File: src/rtl/evt_timer_pkg.sv
`timescale 1ns/1ps
package evt_timer_pkg;
  localparam int CH_MIN     = 3;
  localparam int CH_MAX     = 32;
  localparam int CNT_W      = 64;
  localparam int WORD_W     = 32;
  localparam int OFF_CAP    = 'h000;
  localparam int OFF_GCFG   = 'h010;
  localparam int OFF_STS    = 'h020;
  localparam int OFF_CNT    = 'h0F0;
  localparam int CH_BASE    = 'h100;
  localparam int CH_WIN_LG  = 5;
  localparam int CAP_FLD_LSB = 8;
  localparam logic [31:0] CAP_BASE = 32'h8086_A001;
  localparam logic [31:0] GCFG_WMASK = 32'h0000_0003;

  typedef enum logic [2:0] {
    RG_NONE, RG_CAP, RG_GCFG, RG_STS, RG_CNT, RG_CHAN
  } region_e;

  function automatic int clamp_ch(input int n);
    if (n < CH_MIN) return CH_MIN;
    if (n > CH_MAX) return CH_MAX;
    return n;
  endfunction
endpackage

File: src/rtl/evt_addr_dec.sv
`timescale 1ns/1ps
module evt_addr_dec
  import evt_timer_pkg::*;
#(
  parameter int ADDR_W = 12,
  parameter int NCH    = 3,
  parameter int IDX_W  = 2
) (
  input  logic [ADDR_W-1:0] addr,
  output region_e           region,
  output logic              hi_word,
  output logic [IDX_W-1:0]  ch_idx,
  output logic [4:0]        ch_off
);
  logic [ADDR_W-1:0] pair;
  logic [ADDR_W-1:0] rel;
  logic [ADDR_W-1:0] raw_idx;

  always_comb begin
    pair    = {addr[ADDR_W-1:3], 3'b000};
    hi_word = addr[2];
    rel     = addr - ADDR_W'(CH_BASE);
    raw_idx = rel >> CH_WIN_LG;
    ch_off  = rel[4:0];
    ch_idx  = raw_idx[IDX_W-1:0];
    region  = RG_NONE;
    if (pair == ADDR_W'(OFF_CAP))       region = RG_CAP;
    else if (pair == ADDR_W'(OFF_GCFG)) region = RG_GCFG;
    else if (pair == ADDR_W'(OFF_STS))  region = RG_STS;
    else if (pair == ADDR_W'(OFF_CNT))  region = RG_CNT;
    else if (addr >= ADDR_W'(CH_BASE) && raw_idx < ADDR_W'(NCH))
      region = RG_CHAN;
  end
endmodule

File: src/rtl/evt_main_counter.sv
`timescale 1ns/1ps
module evt_main_counter #(
  parameter int W = 64
) (
  input  logic         clk,
  input  logic         rst_n,
  input  logic         run,
  input  logic         tick,
  input  logic         wr_lo,
  input  logic         wr_hi,
  input  logic [W/2-1:0] wdata,
  output logic [W-1:0] count
);
  localparam int HW = W / 2;
  logic [W-1:0] nxt;

  always_comb begin
    nxt = count;
    if (wr_lo || wr_hi) begin
      if (wr_lo) nxt[HW-1:0] = wdata;
      if (wr_hi) nxt[W-1:HW] = wdata;
    end else if (run && tick) begin
      nxt = count + W'(1);
    end
  end

  always_ff @(posedge clk) begin
    if (!rst_n) count <= '0;
    else        count <= nxt;
  end
endmodule

File: src/rtl/evt_gen_cfg.sv
`timescale 1ns/1ps
module evt_gen_cfg (
  input  logic       clk,
  input  logic       rst_n,
  input  logic       wr_en,
  input  logic [1:0] wbits,
  output logic       enable,
  output logic       legacy,
  output logic       rise,
  output logic       fall
);
  logic en_q;

  always_ff @(posedge clk) begin
    if (!rst_n) begin
      enable <= 1'b0;
      legacy <= 1'b0;
      en_q   <= 1'b0;
    end else begin
      en_q <= enable;
      if (wr_en) begin
        enable <= wbits[0];
        legacy <= wbits[1];
      end
    end
  end

  assign rise = enable & ~en_q;
  assign fall = ~enable & en_q;
endmodule

File: src/rtl/evt_timer_regs.sv
`timescale 1ns/1ps
module evt_timer_regs
  import evt_timer_pkg::*;
#(
  parameter int          NUM_CH  = 3,
  parameter int          ADDR_W  = 12,
  parameter logic [31:0] TICK_FS = 32'd10_000_000,
  localparam int         NCH     = clamp_ch(NUM_CH),
  localparam int         IDX_W   = (NCH > 1) ? $clog2(NCH) : 1
) (
  input  logic              clk,
  input  logic              rst_n,
  input  logic              bus_valid,
  input  logic              bus_write,
  input  logic [ADDR_W-1:0] bus_addr,
  input  logic [31:0]       bus_wdata,
  output logic              bus_rvalid,
  output logic [31:0]       bus_rdata,
  input  logic              tick,
  output logic [63:0]       count,
  output logic              cfg_enable,
  output logic              cfg_legacy,
  input  logic [NCH-1:0]    ch_irq_status,
  output logic [NCH-1:0]    ch_irq_clr,
  input  logic [NCH-1:0]    ch_cmp_max,
  output logic [NCH-1:0]    ch_arm,
  output logic [NCH-1:0]    ch_disarm,
  output logic              ch_req,
  output logic              ch_we,
  output logic [IDX_W-1:0]  ch_idx,
  output logic [4:0]        ch_off,
  output logic [31:0]       ch_wdata,
  input  logic [31:0]       ch_rdata
);
  localparam logic [31:0] CAP_LO = CAP_BASE | (32'(NCH - 1) << CAP_FLD_LSB);

  region_e     reg_sel;
  logic        hi_word;
  logic        wr_acc, rd_acc;
  logic        cfg_wr, cnt_wr_lo, cnt_wr_hi, sts_wr;
  logic        en_rise, en_fall;
  logic [31:0] rd_c;

  evt_addr_dec #(.ADDR_W(ADDR_W), .NCH(NCH), .IDX_W(IDX_W)) u_dec (
    .addr(bus_addr), .region(reg_sel), .hi_word(hi_word),
    .ch_idx(ch_idx), .ch_off(ch_off)
  );

  assign wr_acc    = bus_valid & bus_write;
  assign rd_acc    = bus_valid & ~bus_write;
  assign cfg_wr    = wr_acc & (reg_sel == RG_GCFG) & ~hi_word;
  assign cnt_wr_lo = wr_acc & (reg_sel == RG_CNT) & ~hi_word;
  assign cnt_wr_hi = wr_acc & (reg_sel == RG_CNT) & hi_word;
  assign sts_wr    = wr_acc & (reg_sel == RG_STS) & ~hi_word;

  evt_gen_cfg u_cfg (
    .clk(clk), .rst_n(rst_n), .wr_en(cfg_wr),
    .wbits(bus_wdata[1:0] & GCFG_WMASK[1:0]),
    .enable(cfg_enable), .legacy(cfg_legacy),
    .rise(en_rise), .fall(en_fall)
  );

  evt_main_counter #(.W(CNT_W)) u_cnt (
    .clk(clk), .rst_n(rst_n), .run(cfg_enable), .tick(tick),
    .wr_lo(cnt_wr_lo), .wr_hi(cnt_wr_hi), .wdata(bus_wdata),
    .count(count)
  );

  // per-channel strobe lanes
  for (genvar n = 0; n < NCH; n++) begin : g_lane
    assign ch_arm[n]     = en_rise & ~ch_cmp_max[n];
    assign ch_disarm[n]  = en_fall;
    assign ch_irq_clr[n] = sts_wr & bus_wdata[n] & ch_irq_status[n];
  end

  assign ch_req   = bus_valid & (reg_sel == RG_CHAN);
  assign ch_we    = bus_write;
  assign ch_wdata = bus_wdata;

  always_comb begin
    rd_c = '0;
    unique case (reg_sel)
      RG_CAP:  rd_c = hi_word ? TICK_FS : CAP_LO;
      RG_GCFG: rd_c = hi_word ? 32'd0 : {30'd0, cfg_legacy, cfg_enable};
      RG_STS:  rd_c = hi_word ? 32'd0 : 32'(ch_irq_status);
      RG_CNT:  rd_c = hi_word ? count[63:32] : count[31:0];
      RG_CHAN: rd_c = ch_rdata;
      default: rd_c = '0;
    endcase
  end

  always_ff @(posedge clk) begin
    if (!rst_n) begin
      bus_rvalid <= 1'b0;
      bus_rdata  <= '0;
    end else begin
      bus_rvalid <= rd_acc;
      bus_rdata  <= rd_acc ? rd_c : 32'd0;
    end
  end
endmodule

File: config.mk
export PLATFORM = sky130hd
export DESIGN_NAME = evt_timer_regs
export DESIGN_NICKNAME = d
export VERILOG_FILES = /design/src/rtl/evt_timer_pkg.sv /design/src/rtl/evt_addr_dec.sv /design/src/rtl/evt_main_counter.sv /design/src/rtl/evt_gen_cfg.sv /design/src/rtl/evt_timer_regs.sv
export SDC_FILE = /design/constraint.sdc
export NUM_CORES = 1
export LEC_CHECK = 0
export ABC_AREA = 1
export BUFFER_PORTS_ARGS = -buffer_cell sky130_fd_sc_hd__buf_2
export CAP_MARGIN = 40
export CORE_MARGIN = 3
export CORE_UTILIZATION = 47
export CTS_CLUSTER_DIAMETER = 100
export DETAILED_ROUTE_END_ITERATION = 6
export GPL_TIMING_DRIVEN = 0
export PLACE_DENSITY = 0.78
export RECOVER_POWER = 50
export SKIP_LAST_GASP = 1
export SLEW_MARGIN = 20
export SYNTH_ARGS = -nofsm -noshare
export SYNTH_HDL_FRONTEND = slang
export SYNTH_SLANG_ARGS = --single-unit
export TNS_END_PERCENT = 20
File: constraint.sdc
create_clock -name clk -period 1.8 [get_ports clk]
set_clock_uncertainty 0.2 [all_clocks]
set_input_delay 0 -clock clk [delete_from_list [all_inputs] [get_ports clk]]
set_output_delay 0 -clock clk [all_outputs]
set_load 0.01 [all_outputs]
=== After elaboration in Yosys (flattened, before gate mapping) ===
Index checks and enable logic that the tools add are counted.

* Register bits: 100
* Input port bits: 87
* Output and inout port bits: 149

* $add $sub $neg: 2
* Magnitude comparators: 2
* Equality and inequality tests: 10
* Mux-type cells: 14
* Bitwise operators: 28
* Reduce and logical (&&, ||, !) cells: 8

{| class="wikitable"
|+ Operators by type and width
! cell !! count
|-
| $pmux 32 s5 || 1
|-
| $mux 32 || 4
|-
| $mux 64 || 2
|-
| $add 64x1->64 const B || 1
|-
| $and 1x1->1 || 21
|-
| $mux 3 || 6
|-
| $ge 12x9->1 const B || 1
|-
| $sub 12x9->12 const B || 1
|-
| $eq 9x2->1 const B || 1
|-
| $eq 9x3->1 const B || 1
|-
| $eq 9x5->1 const B || 1
|-
| $logic_not 9->1 || 1
|-
| $lt 7x2->1 const B || 1
|-
| $not 1->1 || 7
|-
| $eq 3x2->1 const B || 2
|-
| $eq 3x3->1 const B || 2
|-
| $reduce_and 2->1 || 3
|-
| $ne 2x1->1 const B || 2
|-
| $eq 3x1->1 const B || 1
|-
| $logic_and 1x1->1 || 2
|-
| $mux 2 || 1
|-
| $reduce_bool 2->1 || 1
|-
| $logic_or 1x1->1 || 1
|}

=== Depth between registers and ports, before layout ===
Gate-level depths: netlist of the first run.

* Depth after elaboration: 14
* Gate-level depth with buffers: 13

=== By module ===
From an unflattened synthesis of the first run, not the netlist that was laid out.

* Cells, all modules: 1241
* Area, all modules: 7171.9 um^2

{| class="wikitable"
|+ Modules (own cells, without submodules)
! module !! times used !! cells an instance !! area an instance (um^2)
|-
| evt_main_counter || 1 || 854 || 4839.6
|-
| evt_timer_regs || 1 || 333 || 2025.7
|-
| evt_addr_dec || 1 || 35 || 186.4
|-
| evt_gen_cfg || 1 || 19 || 120.1
|}

=== Worst setup path after synthesis of the first run ===
Ideal clock, no wire load.

* Path kind: reg2reg
* Start: register u_cnt.count[1]
* End: register u_cnt.count[26]
* Setup time: 109 ps
* Arrival time: 1738 ps
* Path slack: -247 ps
* Cell stages (with the launch flop): 13
* Buffers on the path: 0
* Path through: dfxtp_1 -> ha_1 -> inv_1 -> nor2_1 -> nand2_1 -> nor2_1 -> nand2_1 -> inv_1 -> nor2_1 -> o21ai_0 -> nand3_1 -> nand2_1 -> inv_1

* Word-level cells in the longest chain between the ends: 3

{| class="wikitable"
|+ RTL lines
! what !! line !! text
|-
| from (decl) || evt_main_counter.sv:12 || <nowiki>output logic [W-1:0] count</nowiki>
|-
| from (signal assigned) || evt_main_counter.sv:29 || <nowiki>else count <= nxt;</nowiki>
|-
| $add 64x1->64 || evt_main_counter.sv:23 || <nowiki>nxt = count + W'(1);</nowiki>
|-
| $mux 64 || evt_main_counter.sv:22 || <nowiki>end else if (run && tick) begin</nowiki>
|-
| $mux 64 || evt_main_counter.sv:19 || <nowiki>if (wr_lo || wr_hi) begin</nowiki>
|}

Every way passes these cells. The select of a mux whose other input is x is not followed.
A chain may end at the register's enable or synchronous reset.

=== Final worst setup path of the first run ===
* Start: register u_cnt.count[8]
* End: register u_cnt.count[55]

Same word-level chain as after synthesis.

==> summary.md, run 1 <==
| Metric | Value |
|---|---|
| Run status | `finished with violations` |
| Violations in the final reports | `setup timing` |
| CP Capture Type | `register` |
| Global-route congestion overflow total | `0` |
| Net count, final | `1706` |
| Clock latency at the later pin of the worst-skew pair | `0.37 ns` |
| Count of pins on the block boundary | `236` |
| Height of the die | `131 um` |
| Vias in the first global route | `9700` |
| Area grow syn2layout | `50.7%` |
| Largest net degree at the start of global routing | `21` |
| Fill cell instance count of the final layout | `1292` |
| RD Place Congestion | `1.06` |
| Proportion of netlist area held by the largest area contributor | `27.2%` |
| Number of max-cap violations | `0` |
| Min setup slack post-route | `-0.205 ns` |
| Row count | `45` |
| Ratio of routed vias to standard cells | `5.72` |
| TritonCTS clock tree | `yes` |
| Flip-flop and latch count after synthesis | `100` |
| Cell count after synthesis | `1258` |
| DRC violation total after the first TritonRoute iteration | `1393` |
| Area fraction in and, or, nand and nor cells after synthesis | `40.4%` |
| Count of yosys warnings during synthesis | `0` |
| Arrival time reported for the critical path endpoint | `2.09 ns` |
| Initial core utilization | `48.3%` |
| Max Fclk | `0.499 GHz` |
| Setup slack at placement | `-0.548 ns` |
| Fin. Hold Viols | `0` |
| Largest vdd supply drop | `0.401 mV` |
| Remaining antenna violation count | `0` |
| PD cells | `427 mW/mm^2` |
| Most common cell after layout, fill and taps aside | `sky130_fd_sc_hd__nand2_1` |
| Total number of vias | `10496` |
| Unrepaired setup endpoints after global routing | `yes` |
| Drt drc | `0` |
| First-pass DRT Iterations | `6` |
| Setup violators final | `48` |
| Type of the worst setup path | `register to register` |
| Worst reg2reg setup slack | `-0.20 ns` |
| Post-synthesis xor/xnor area fraction | `2.38%` |
| Fraction of the yosys area taken by sequential cells | `27.2%` |
| Inserted Diodes | `0` |
| Root buffer cell | `sky130_fd_sc_hd__clkbuf_16` |
| Mapped Area | `0.00736 mm^2` |
| Post-detailed-routing wire length | `38.7 mm` |
| Commonest cells after routing, fill and taps aside | `sky130_fd_sc_hd__nand2_1 (320), sky130_fd_sc_hd__buf_2 (201), sky130_fd_sc_hd__nor2_1 (134)` |
| DP Wirelength | `27.2 mm` |
| Library cells used by synthesis | `41` |
| Post-synthesis compound-gate area fraction | `15.4%` |
| Dominant combinational cell family by area after synthesis | `simple AND/OR/NAND/NOR gates` |
| Core area | `0.0153 mm^2` |
| Count of input and output buffers | `232` |
| Largest area contributor in the netlist | `sky130_fd_sc_hd__dfxtp_1` |
| Post-layout instance area | `0.0111 mm^2` |
| Number of buffers between clock root and the deepest sink | `2` |
| Global-route total usage across every layer | `42.0%` |
| Mux contribution to synthesized area | `1.09%` |
| CTS H-tree lvls | `3` |
| Post-route clock period utilization | `111%` |
| TritonCTS buffer count | `9` |
| Crit path required time | `1.89 ns` |
| Fin crit period | `2.00 ns` |
| HP Class | `primary input to output pin` |
| Die X-Extent | `131 um` |
| Overall Power | `4.74 mW` |
| Post-detailed-route wirelength per cell | `21.1 um` |
| Ratio of cells with drive above 1 in the final layout | `34.4%` |
| Clock transition time at the flip-flop clock pins of the worst setup and hold paths | `0.08 ns` |
| First-pass GRT wire length | `56.2 mm` |
| Pleak | `4.87 nW` |
| Final max-slew violation count | `0` |
| Post-DP Area | `0.00883 mm^2` |
| Actual slew at the worst max-slew pin | `0.921 ns` |
| Clk sink count | `100` |
| Number of nets produced by synthesis | `1346` |
| Total die area | `0.0172 mm^2` |
| Biggest fanout along the worst timing path | `5` |
| Mean area per synthesized cell | `5.85 um^2` |
| Initial antenna violation count | `0` |
| Critical Path Source Type | `register` |
| Adder and majority cell fraction of the synthesized area | `0.170%` |
| Slew headroom | `38.6%` |
| Cells taking the most area after synthesis | `sky130_fd_sc_hd__dfxtp_1 (27%), sky130_fd_sc_hd__nand2_1 (19%), sky130_fd_sc_hd__nor2_1 (11%)` |
[synthesized netlist by cell type (all sizes together)]
| library cell | n |
|---|---|
| nor3 | 17 |
| o21ai | 95 |
| a21o | 1 |
| and2 | 6 |
| a21oi | 88 |
| buf | 66 |
| nand3b | 9 |
| clkbuf | 21 |
| or2 | 1 |
| xor2 | 12 |
| inv | 114 |
| ha | 1 |
| o211ai | 4 |
| o22ai | 3 |
| clkinv | 1 |
| nand4 | 12 |
| nand2 | 377 |
| xnor2 | 8 |
| mux2i | 8 |
| a21boi | 17 |
| nor2 | 216 |
| dfxtp | 100 |
| a221oi | 1 |
| nand3 | 80 |
[where the power goes]
| part | switching, mW | internal, mW | total, mW | leakage, nW |
|---|---|---|---|---|
| sequential | 0.00215 | 2.14 | 2.14 | 0.849 |
| clock | 1.07 | 0.991 | 2.06 | 0.148 |
| combinational | 0.255 | 0.276 | 0.532 | 3.88 |
| total | 1.33 | 3.41 | 4.74 | 4.87 |
[per-stage QoR]
step | std cells | util, % | hold slack [ns] | TNS (ns)
after global routing | 1834 | 72.7 | 0.0306 | -7.88
after global placement | 1701 | 57.9 | -0.0148 | -26.59
after floorplan | 1258 | - | -0.152 | -0.0154
final | 1834 | 72.7 | 0.0297 | -3.27
after CTS | 1809 | 68.9 | -0.183 | -1.04
after detailed placement | 1701 | 57.9 | -0.0141 | -26.75
[metal layers]
| metal | part of all wire (%) | wire length, um | track usage [%] |
|---|---|---|---|
| met4 | 6.0 | 2340 | 19.0 |
| met5 | 0 | 0 | 0 |
| met2 | 44 | 17200 | 68.5 |
| met3 | 13 | 5060 | 11.1 |
| met1 | 37 | 14100 | 52.0 |
[worst paths after layout]
| kind | from | endpoint | cells past startpoint |
|---|---|---|---|
| min reg2reg | u_cfg.enable | u_cfg.en_q | 2 |
| min | ch_cmp_max[2] | ch_arm[2] | 3 |
| max | u_cnt.count[8] | u_cnt.count[55] | 9 |
| max reg2reg | u_cnt.count[8] | u_cnt.count[55] | 9 |
[registers in the layout, indices dropped and copies added, names as in the netlist]
register and flops:
u_cfg.enable 1, bus_rdata 32, u_cfg.legacy 1, u_cnt.count 64, u_cfg.en_q 1, bus_rvalid 1
[worst max-delay path, cell delays in order (launching register included)]
cell and delay [ns]:
sky130_fd_sc_hd__dfxtp_4 0.41, sky130_fd_sc_hd__nand2_4 0.09, sky130_fd_sc_hd__nor2_4 0.26, sky130_fd_sc_hd__nand2_4 0.11, sky130_fd_sc_hd__nor2_4 0.16, sky130_fd_sc_hd__nand2_1 0.11, sky130_fd_sc_hd__nor2_1 0.15, sky130_fd_sc_hd__xor2_1 0.16
sky130_fd_sc_hd__nand2_1 0.10, sky130_fd_sc_hd__a21oi_2 0.17
[cells by family after synthesis]
kind of cell             after synthesis
AO/OA/AOI/OAI                        209
XOR/XNOR                              20
adder cells (fa/ha/maj)                1
buffers and inverters                202
flip-flops                           100
multiplexers                           8
AND/OR/NAND/NOR                      718
[final cells by class]
cell class	instances	area (um^2)	share of cell area, %
inverters	115	439	3.96
multi-input cells	956	5140	46.3
flip-flops and latches	100	2190	19.7
clock buffers	9	225	2.03
well taps	211	264	2.38
repair buffers	349	2180	19.7
plain buffers	87	578	5.21
clock inverters	7	78.8	0.710
[repair_timing]
| action | 4_1_cts | 5_1_grt |
|---|---|---|
| endpoints found under the hold margin | 101 | 3 |
| setup buffers | 22 | 24 |
| resized for setup | 192 | 153 |
| pin swaps | 20 | 31 |
| hold buffers | 70 | 1 |
| setup endpoints to repair | 64 | 75 |
(Power assumes the default switching activity.)
==> run 2: changes to the inputs <==
--- a/config.mk
+++ b/config.mk
@@ -5,11 +5,10 @@
 export SDC_FILE = /design/constraint.sdc
 export NUM_CORES = 1
 export LEC_CHECK = 0
-export ABC_AREA = 1
 export BUFFER_PORTS_ARGS = -buffer_cell sky130_fd_sc_hd__buf_2
 export CAP_MARGIN = 40
 export CORE_MARGIN = 3
-export CORE_UTILIZATION = 47
+export CORE_UTILIZATION = 46
 export CTS_CLUSTER_DIAMETER = 100
 export DETAILED_ROUTE_END_ITERATION = 6
 export GPL_TIMING_DRIVEN = 0
==> run 2 against run 1 <==
Effect of this change:
- the flow finishes with violations (DRC, setup timing)
- critical path depth is 1 lower
- core utilization is 4.2 points higher
- synthesized cell count fell by 33%
- die area shrank 8.5%
==> summary.md, run 2 <==
| Metric | Value |
|---|---|
| Worst hold-check slack | `0.0299 ns (was 0.0297 ns)` |
| Most numerous cell in the Yosys netlist | `sky130_fd_sc_hd__dfxtp_1 (was sky130_fd_sc_hd__nand2_1)` |
| Crit-path most repeated cell | `sky130_fd_sc_hd__clkbuf_1` |
| Met3 usage in global routing | `12.3% (was 11.1%)` |
| CP endpoint | `u_cnt.count[17] (was u_cnt.count[55])` |
| Critical Path Source Type | `primary input (was register)` |
| First-pass DRT Iterations | `7 (was 6)` |
| Root buffer cell | `sky130_fd_sc_hd__clkbuf_16 (unchanged)` |
| Met2 track utilization from global routing | `61.3% (was 68.5%)` |
| Fraction of the yosys area taken by sequential cells | `30.5% (was 27.2%)` |
| Library cells used by synthesis | `71 (was 41)` |
| Largest area contributor in the netlist | `sky130_fd_sc_hd__dfxtp_1 (unchanged)` |
| Post-detailed-route wirelength per cell | `24.6 um (was 21.1 um)` |
| RD Place Congestion | `1.02 (was 1.06)` |
| Area grow syn2layout | `63.3% (was 50.7%)` |
| First-pass GRT wire length | `50.1 mm (was 56.2 mm)` |
| Drt drc | `4 (was 0)` |
| Kind of cell adding the most delay to the critical path | `buffers and inverters (was simple AND/OR/NAND/NOR gates)` |
| Cell count along the critical path | `8 (was 9)` |
| Height of the die | `125 um (was 131 um)` |
| Worst reg2reg setup slack | `-0.42 ns (was -0.20 ns)` |
| Largest net degree at the start of global routing | `17 (was 21)` |
| PD cells | `471 mW/mm^2 (was 427 mW/mm^2)` |
| Final max-slew violation count | `0 (unchanged)` |
| Max reg flops | `64 (unchanged)` |
| Proportion of netlist area held by the largest area contributor | `30.5% (was 27.2%)` |
| CTS H-tree lvls | `3 (unchanged)` |
| Post-route setup TNS | `-23.09 ns (was -3.27 ns)` |
| Largest vdd supply drop | `0.429 mV (was 0.401 mV)` |
| Post-synthesis compound-gate area fraction | `25.3% (was 15.4%)` |
| Buffering stage count on the worst path with inverters included | `3 (was 0)` |
| Arrival time reported for the critical path endpoint | `2.26 ns (was 2.09 ns)` |
| Commonest cells after routing, fill and taps aside | `sky130_fd_sc_hd__buf_2 (179), sky130_fd_sc_hd__buf_4 (128), sky130_fd_sc_hd__clkbuf_1 (83), sky130_fd_sc_hd__nand2_1 (83), sky130_fd_sc_hd__nor2_1 (72) (was sky130_fd_sc_hd__nand2_1 (320), sky130_fd_sc_hd__buf_2 (201), sky130_fd_sc_hd__nor2_1 (134))` |
| CP Capture Type | `register (unchanged)` |
| Share of synthesized registers carrying an async set or reset | `0% (unchanged)` |
| Sequence of cells on the critical path | `clkbuf_1 > and4_1 > nand4_1 > clkbuf_1 > clkbuf_1 > o31ai_1 > a21oi_1 > a211oi_1 (was nand2_4 > nor2_4 > nand2_4 > nor2_4 > nand2_1 > nor2_1 > xor2_1 > nand2_1 > a21oi_2)` |
| Type of the worst setup path | `primary input to register (was register to register)` |
| Number of cells on the worst reg-to-reg path | `7 (was 9)` |
| Number of nets produced by synthesis | `934 (was 1346)` |
| Setup violators final | `99 (was 48)` |
| Fin crit period | `2.26 ns (was 2.00 ns)` |
| Max Fclk | `0.443 GHz (was 0.499 GHz)` |
| Run status | `finished with violations (unchanged)` |
| Adder and majority cell fraction of the synthesized area | `0.191% (was 0.170%)` |
| Cells taking the most area after synthesis | `sky130_fd_sc_hd__dfxtp_1 (30%), sky130_fd_sc_hd__mux2_2 (5.5%), sky130_fd_sc_hd__buf_4 (5.0%) (was sky130_fd_sc_hd__dfxtp_1 (27%), sky130_fd_sc_hd__nand2_1 (19%), sky130_fd_sc_hd__nor2_1 (11%))` |
| Global-route congestion overflow total | `0 (unchanged)` |
| Post-detailed-routing wire length | `35.6 mm (was 38.7 mm)` |
| DP Wirelength | `22.2 mm (was 27.2 mm)` |
| Mapped Area | `0.00657 mm^2 (was 0.00736 mm^2)` |
| Biggest register | `u_cnt.count (unchanged)` |
| Ratio of cells with drive above 1 in the final layout | `42.8% (was 34.4%)` |
| Most congested layer reported by global routing | `met2 (unchanged)` |
| Met1 track utilization from global routing | `52.0% (about the same)` |
| Capture instance of the worst register-to-register path | `u_cnt.count[60] (was u_cnt.count[55])` |
| Die X-Extent | `125 um (was 131 um)` |
| Count of input and output buffers | `231 (was 232)` |
| Fin. Hold Viols | `0 (unchanged)` |
| Net count, final | `1350 (was 1706)` |
| Post-layout instance area | `0.0107 mm^2 (was 0.0111 mm^2)` |
| Initial core utilization | `47.1% (was 48.3%)` |
| Clk sink count | `100 (unchanged)` |
| Clock latency at the later pin of the worst-skew pair | `0.37 ns (about the same)` |
| Global-route total usage across every layer | `40.9% (was 42.0%)` |
| Post-DP Area | `0.00828 mm^2 (was 0.00883 mm^2)` |
| Core area | `0.0139 mm^2 (was 0.0153 mm^2)` |
| Count of pins on the block boundary | `236 (unchanged)` |
| Fill cell instance count of the final layout | `1005 (was 1292)` |
| Min setup slack post-route | `-0.456 ns (was -0.205 ns)` |
| Total number of vias | `9498 (was 10496)` |
| Number of buffers between clock root and the deepest sink | `2 (unchanged)` |
| Post-route clock period utilization | `125% (was 111%)` |
| Number of max-cap violations | `0 (unchanged)` |
| Initial antenna violation count | `1 (was 0)` |
| Cell with the largest stage delay on the worst path | `sky130_fd_sc_hd__clkbuf_1 (was sky130_fd_sc_hd__dfxtp_4)` |
| R2r startpoint | `u_cnt.count[52] (was u_cnt.count[8])` |
| Number of flops mapped to enable cells by yosys | `0 (unchanged)` |
| Most frequent cells after synthesis | `sky130_fd_sc_hd__dfxtp_1 (100), sky130_fd_sc_hd__nand2_1 (87), sky130_fd_sc_hd__nor2_1 (80) (was sky130_fd_sc_hd__nand2_1 (372), sky130_fd_sc_hd__nor2_1 (211), sky130_fd_sc_hd__inv_1 (112))` |
| End-of-flow core utilization | `76.9% (was 72.7%)` |
| Violations in the final reports | `DRC, setup timing (was setup timing)` |
| Mux contribution to synthesized area | `7.78% (was 1.09%)` |
| TritonCTS buffer count | `9 (unchanged)` |
| Biggest fanout along the worst timing path | `10 (was 5)` |
| Pleak | `4.53 nW (was 4.87 nW)` |
| Area fraction in and, or, nand and nor cells after synthesis | `26.4% (was 40.4%)` |
| Flip-flop and latch count after synthesis | `100 (unchanged)` |
| Post-synthesis xor/xnor area fraction | `0.133% (was 2.38%)` |
| Remaining antenna violation count | `0 (unchanged)` |
| Ratio of routed vias to standard cells | `6.56 (was 5.72)` |
| Dominant combinational cell family by area after synthesis | `simple AND/OR/NAND/NOR gates (unchanged)` |
| Cell count after synthesis | `846 (was 1258)` |
| TritonCTS clock tree | `yes (unchanged)` |
| DRC violation total after the first TritonRoute iteration | `1804 (was 1393)` |
| Total die area | `0.0157 mm^2 (was 0.0172 mm^2)` |
| Row count | `43 (was 45)` |
| HP Class | `primary input to output pin (unchanged)` |
| Vias in the first global route | `8649 (was 9700)` |
| Slew headroom | `37.2% (was 38.6%)` |
| Most common cell after layout, fill and taps aside | `sky130_fd_sc_hd__buf_2 (was sky130_fd_sc_hd__nand2_1)` |
| Crit path required time | `1.81 ns (was 1.89 ns)` |
| Count of yosys warnings during synthesis | `0 (unchanged)` |
| Top flop regs | `u_cnt.count: 64 flops, bus_rdata: 32 flops (unchanged)` |
| Crit-path max cell delay | `0.69 ns (was 0.41 ns)` |
| Most instantiated flip-flop cell in the synthesis netlist | `sky130_fd_sc_hd__dfxtp_1 (unchanged)` |
| Worst setup path start | `bus_addr[6] (was u_cnt.count[8])` |
| Mean area per synthesized cell | `7.76 um^2 (was 5.85 um^2)` |
| Actual slew at the worst max-slew pin | `0.942 ns (was 0.921 ns)` |
| Unrepaired setup endpoints after global routing | `yes (unchanged)` |
| Clock transition time at the flip-flop clock pins of the worst setup and hold paths | `0.07 ns (was 0.08 ns)` |
-- run 2: changes by cell type after synthesis, moves of 14 or more --
| cell | delta |
|---|---|
| sky130_fd_sc_hd__nand2_1 | -285 |
| sky130_fd_sc_hd__mux2_2 | +32 |
| sky130_fd_sc_hd__nand3_1 | -43 |
| sky130_fd_sc_hd__inv_1 | -102 |
| sky130_fd_sc_hd__clkbuf_1 | +21 |
| sky130_fd_sc_hd__a21oi_1 | -30 |
| sky130_fd_sc_hd__a22oi_1 | +33 |
| sky130_fd_sc_hd__and3_1 | +19 |
| sky130_fd_sc_hd__nor2_1 | -131 |
| sky130_fd_sc_hd__o21ai_0 | -42 |
| sky130_fd_sc_hd__nand4_1 | +14 |
-- run 2: how the worst min path moves through the flow --
stage | from | endpoint | cells after the start
floorplan | ch_cmp_max[0] | ch_arm[0] | 1
global placement | bus_addr[2] | ch_off[2] | 2
detailed placement | bus_addr[2] | ch_off[2] | 2
CTS | bus_addr[5] | bus_rdata[18] | 4
global route | ch_cmp_max[0] | ch_arm[0] | 3
finish | ch_cmp_max[0] | ch_arm[0] | 3
-- run 2: layout make-up --
cell class	instances	area (um^2)	area share, %
well taps	180	225	2.10
repair buffers	409	2760	25.7
clock buffers	14	297	2.77
inverters	10	37.5	0.350
plain buffers	99	753	7.03
flip-flops and latches	100	2130	19.9
clock inverters	2	37.5	0.350
diodes	1	2.50	0.0233
multi-input cells	633	4480	41.8
-- run 2: power by group --
group | switching, mW | leakage (nW) | internal, mW
clock | 0.920 | 0.159 | 1.29
sequential | 0.0147 | 0.839 | 2.18
combinational | 0.328 | 3.53 | 0.318
-- run 2: routing by layer --
| layer | share of wire (%) | vias to the layer above | routed length [um] |
|---|---|---|---|
| li1 | - | 3936 | - |
| met1 | 35 | 4363 | 12600 |
| met2 | 42 | 952 | 15000 |
| met3 | 15 | 245 | 5490 |
| met4 | 7.1 | 2 | 2550 |
| met5 | 0.036 | - | 13 |
-- run 2: logic make-up after synthesis --
family | count (synthesis)
AO/OA/AOI/OAI | 247
XOR/XNOR | 1
adder cells (fa/ha/maj) | 1
buffers and inverters | 114
flip-flops | 100
multiplexers | 47
AND/OR/NAND/NOR | 336
-- run 2: what timing repair did --
| item | 4_1_cts | 5_1_grt |
|---|---|---|
| gates cloned | 0 | 2 |
| pin swaps | 37 | 40 |
| resized for setup | 106 | 84 |
| hold endpoints to repair | 101 | 0 |
| endpoints found under the setup margin | 101 | 100 |
| hold buffers | 71 | 0 |
| setup buffers | 77 | 28 |
-- run 2: worst reg2reg max path: stages, from the launching register on --
cell	delay [ns]
sky130_fd_sc_hd__dfxtp_1	0.44
sky130_fd_sc_hd__and4_4	0.32
sky130_fd_sc_hd__nand3_4	0.17
sky130_fd_sc_hd__and3b_1	0.30
sky130_fd_sc_hd__clkbuf_8	0.15
sky130_fd_sc_hd__nand4_1	0.14
sky130_fd_sc_hd__o31ai_2	0.28
sky130_fd_sc_hd__a221oi_2	0.08
-- run 2: through the flow --
step | setup slack, ns | cells | power, mW
after floorplan | -0.340 | 846 | 2.49
after global placement | -1.28 | 1257 | 2.74
after detailed placement | -0.914 | 1258 | 2.75
after CTS | -0.392 | 1418 | 4.99
after global routing | -0.471 | 1447 | 5.17
final | -0.456 | 1448 | 5.05
==> run 3: changes to the inputs <==
--- a/config.mk
+++ b/config.mk
@@ -18,5 +18,6 @@
 export SLEW_MARGIN = 20
 export SYNTH_ARGS = -nofsm -noshare
 export SYNTH_HDL_FRONTEND = slang
+export SYNTH_HIERARCHICAL = 1
 export SYNTH_SLANG_ARGS = --single-unit
 export TNS_END_PERCENT = 20
==> run 3 against run 2 <==
Effect of this change:
- the flow finishes with violations (DRC, hold timing, setup timing)
- count of clock-buffer cells in the layout shrank 4
- fmax shrank 21%
- worst hold slack lost 0.048 ns
- wire length shrank 0.13%
- die area shrank 2.6%
- sequential cell count is the same
- sequential share of layout area shrank 0.095 points
- cell area shrank 1.9%
- largest cell class unchanged
==> summary.md, run 3 <==
| Metric | Value |
|---|---|
| Total number of vias | `9361 (was 9498)` |
| Proportion of netlist area held by the largest area contributor | `31.3% (was 30.5%)` |
| Largest vdd supply drop | `0.405 mV (was 0.429 mV)` |
| Worst hold-check slack | `-0.0186 ns (was 0.0299 ns)` |
| Mean area per synthesized cell | `7.78 um^2 (was 7.76 um^2)` |
| Drt drc | `32 (was 4)` |
| Total die area | `0.0153 mm^2 (was 0.0157 mm^2)` |
| Cells taking the most area after synthesis | `sky130_fd_sc_hd__dfxtp_1 (31%), sky130_fd_sc_hd__mux2_2 (6.7%), sky130_fd_sc_hd__buf_4 (5.2%) (was sky130_fd_sc_hd__dfxtp_1 (30%), sky130_fd_sc_hd__mux2_2 (5.5%), sky130_fd_sc_hd__buf_4 (5.0%))` |
| Ratio of routed vias to standard cells | `6.62 (was 6.56)` |
| CP Capture Type | `register (unchanged)` |
| Fill cell instance count of the final layout | `873 (was 1005)` |
| Most instantiated flip-flop cell in the synthesis netlist | `sky130_fd_sc_hd__dfxtp_1 (unchanged)` |
| Setup violators final | `102 (was 99)` |
| Crit-path max cell delay | `0.54 ns (was 0.69 ns)` |
| Flip-flop and latch count after synthesis | `100 (unchanged)` |
| Initial core utilization | `47.7% (was 47.1%)` |
| Largest area contributor in the netlist | `sky130_fd_sc_hd__dfxtp_1 (unchanged)` |
| Inserted Diodes | `0 (was 1)` |
| RD Place Congestion | `0.991 (was 1.02)` |
| Critical Path Source Type | `primary input (unchanged)` |
| PD cells | `524 mW/mm^2 (was 471 mW/mm^2)` |
| Flip-flop and latch area | `0.00208 mm^2 (was 0.00213 mm^2)` |
| Remaining antenna violation count | `0 (unchanged)` |
| Die X-Extent | `124 um (was 125 um)` |
| Run status | `finished with violations (unchanged)` |
| Most frequent cells after synthesis | `sky130_fd_sc_hd__dfxtp_1 (100), sky130_fd_sc_hd__nand2_1 (84), sky130_fd_sc_hd__nor2_1 (72) (was sky130_fd_sc_hd__dfxtp_1 (100), sky130_fd_sc_hd__nand2_1 (87), sky130_fd_sc_hd__nor2_1 (80))` |
| Height of the die | `124 um (was 125 um)` |
| Clock latency at the later pin of the worst-skew pair | `0.37 ns (about the same)` |
| Post-detailed-route wirelength per cell | `25.2 um (was 24.6 um)` |
| Largest net degree at the start of global routing | `17 (unchanged)` |
| Violations in the final reports | `DRC, hold timing, setup timing (was DRC, setup timing)` |
| Number of buffers between clock root and the deepest sink | `2 (unchanged)` |
| First-pass DRT Iterations | `7 (unchanged)` |
| Type of the worst setup path | `primary input to register (unchanged)` |
| TritonCTS buffer count | `9 (unchanged)` |
| Number of nets produced by synthesis | `909 (was 934)` |
| Fin crit period | `2.87 ns (was 2.26 ns)` |
| Mapped Area | `0.00639 mm^2 (was 0.00657 mm^2)` |
| Unrepaired setup endpoints after global routing | `yes (unchanged)` |
| Post-detailed-routing wire length | `35.6 mm (about the same)` |
| Count of yosys warnings during synthesis | `6 (was 0)` |
| Post-route clock period utilization | `159% (was 125%)` |
| Net count, final | `1320 (was 1350)` |
| Multi-input gate area | `0.00436 mm^2 (was 0.00448 mm^2)` |
| DRC violation total after the first TritonRoute iteration | `1667 (was 1804)` |
| Root buffer cell | `sky130_fd_sc_hd__clkbuf_16 (unchanged)` |
| Most numerous cell in the Yosys netlist | `sky130_fd_sc_hd__dfxtp_1 (unchanged)` |
| Biggest register | `u_cnt/count (was u_cnt.count)` |
| Global-route congestion overflow total | `0 (unchanged)` |
| DP Wirelength | `21.7 mm (was 22.2 mm)` |
| Post-DP Area | `0.00800 mm^2 (was 0.00828 mm^2)` |
| Global-route total usage across every layer | `42.0% (was 40.9%)` |
| Commonest cells after routing, fill and taps aside | `sky130_fd_sc_hd__buf_2 (237), sky130_fd_sc_hd__buf_4 (116), sky130_fd_sc_hd__nand2_1 (78) (was sky130_fd_sc_hd__buf_2 (179), sky130_fd_sc_hd__buf_4 (128), sky130_fd_sc_hd__clkbuf_1 (83), sky130_fd_sc_hd__nand2_1 (83), sky130_fd_sc_hd__nor2_1 (72))` |
| Min setup slack post-route | `-1.07 ns (was -0.456 ns)` |
| Library cells used by synthesis | `67 (was 71)` |
| Fraction of the yosys area taken by sequential cells | `31.3% (was 30.5%)` |
| Slew headroom | `37.7% (was 37.2%)` |
| Clock transition time at the flip-flop clock pins of the worst setup and hold paths | `0.07 ns (about the same)` |
| Count of pins on the block boundary | `236 (unchanged)` |
| Uppermost metal layer occupied by signal nets | `met4 (was met5)` |
| Overall Power | `5.51 mW (was 5.05 mW)` |
| Cell count after synthesis | `821 (was 846)` |
| Number of max-cap violations | `0 (unchanged)` |
| Top flop regs | `u_cnt/count: 64 flops, bus_rdata: 32 flops (was u_cnt.count: 64 flops, bus_rdata: 32 flops)` |
| Number of flops mapped to enable cells by yosys | `0 (unchanged)` |
| Initial antenna violation count | `0 (was 1)` |
| Crit path required time | `1.86 ns (was 1.81 ns)` |
| Total of hold buffers inserted after clock tree synthesis | `74 (was 71)` |
| HP Class | `primary input to register (was primary input to output pin)` |
| Sequence of cells on the critical path | `buf_8 > nand2_2 > or4_4 > a2111oi_4 > nor3b_4 > clkbuf_8 > nand3_4 > nor2_4 > buf_12 > nand3b_1 > buf_6 > nand2_8 > nand2_8 > nor4_4 > a21o_1 > o21a_1 (was clkbuf_1 > and4_1 > nand4_1 > clkbuf_1 > clkbuf_1 > o31ai_1 > a21oi_1 > a211oi_1)` |
| Actual slew at the worst max-slew pin | `0.935 ns (was 0.942 ns)` |
| Share of synthesized registers carrying an async set or reset | `0% (unchanged)` |
| Max Fclk | `0.348 GHz (was 0.443 GHz)` |
| M1 wire length | `12.3 mm (was 12.6 mm)` |
| Crit-path most repeated cell | `sky130_fd_sc_hd__nand2_8 (was sky130_fd_sc_hd__clkbuf_1)` |
| Most common cell after layout, fill and taps aside | `sky130_fd_sc_hd__buf_2 (unchanged)` |
| Biggest fanout along the worst timing path | `6 (was 10)` |
| CTS H-tree lvls | `3 (unchanged)` |
| Post-layout instance area | `0.0105 mm^2 (was 0.0107 mm^2)` |
| Core area | `0.0134 mm^2 (was 0.0139 mm^2)` |
| Clk sink count | `100 (unchanged)` |
| Total length of routed met3 wires | `5.74 mm (was 5.49 mm)` |
| Row count | `42 (was 43)` |
| Setup slack at placement | `-1.88 ns (was -0.914 ns)` |
| Count of input and output buffers | `232 (was 231)` |
| First-pass GRT wire length | `48.2 mm (was 50.1 mm)` |
| Vias in the first global route | `8423 (was 8649)` |
| Post-route setup TNS | `-76.69 ns (was -23.09 ns)` |
| Met2 layer wire length in the routed design | `15.5 mm (was 15.0 mm)` |
| Ratio of cells with drive above 1 in the final layout | `46.0% (was 42.8%)` |
| Arrival time reported for the critical path endpoint | `2.93 ns (was 2.26 ns)` |
| Area grow syn2layout | `64.7% (was 63.3%)` |
| Fin. Hold Viols | `1 (was 0)` |
| Cell with the largest stage delay on the worst path | `sky130_fd_sc_hd__or4_4 (was sky130_fd_sc_hd__clkbuf_1)` |
| TritonCTS clock tree | `yes (unchanged)` |
| Final max-slew violation count | `0 (unchanged)` |
| Pleak | `4.38 nW (was 4.53 nW)` |
| Max reg flops | `64 (unchanged)` |
==> run 3: area by class of cell <==
| class | instances | share of cell area [%] |
|---|---|---|
| inverters | 9 | 0.511 |
| plain buffers | 87 | 6.41 |
| clock buffers | 10 | 2.18 |
| clock inverters | 6 | 1.06 |
| multi-input cells | 624 | 41.5 |
| repair buffers | 401 | 26.5 |
| flip-flops and latches | 100 | 19.8 |
| well taps | 176 | 2.09 |
==> run 3: cell families (layout without fill, tap and decap cells) <==
logic type	count (synthesis)	in the layout	share of synthesized area [%]
compound gates	207	207	21.1
xor+xnor	13	13	1.78
fa+ha+maj	1	1	0.196
buf+inv	98	513	8.81
flops	100	100	31.3
mux	43	43	7.48
simple gates	359	360	29.3
==> run 3: timing repair <==
item                                    CTS  global route
pin swaps                                49            20
endpoints found under the hold margin   103             1
buffers inserted                         67            21
cloned                                    3             3
endpoints found under the setup margin  102           102
resized for setup                       148            52
==> run 3: metrics by stage <==
| step | utilization (%) | hold WS, ns | cells |
|---|---|---|---|
| 3_3_place_gp | 59.5 | -0.0148 | 1229 |
| 2_1_floorplan | - | -0.154 | 821 |
| 6_report | 78.5 | -0.0186 | 1413 |
| 3_5_place_dp | 59.7 | -0.0135 | 1232 |
| 4_1_cts | 75.8 | -0.0362 | 1390 |
| 5_1_grt | 78.5 | -0.00141 | 1413 |
==> run 3: worst max-delay path, delay by kind of cell <==
| kind | cells | cell delay (ns) |
|---|---|---|
| simple gates | 9 | 1.53 |
| buf+inv | 4 | 0.54 |
| compound gates | 3 | 0.82 |
==> run 3: power by group <==
part	leakage, nW	switching (mW)	internal (mW)
Sequential	0.827	0.0870	2.23
Combinational	3.39	0.419	0.433
Clock	0.163	0.972	1.36
==> run 3: path summary, 6_finish.rpt <==
| kind | from | endpoint | slack, ns | cells past startpoint |
|---|---|---|---|---|
| max reg2reg | u_cnt/count[26] | u_cnt/count[42] | -0.94 | 6 |
| min reg2reg | u_cnt/count[58] | u_cnt/count[58] | 0.39 | 2 |
| min | bus_addr[2] | bus_rdata[1] | -0.02 | 5 |
| max | bus_addr[4] | u_cnt/count[41] | -1.07 | 16 |
==> run 3: layer usage <==
layer,vias to the layer above,track usage [%]
li1,3867,-
met1,4187,53.4
met2,1026,62.6
met3,281,15.8
met4,0,20.0
met5,-,0
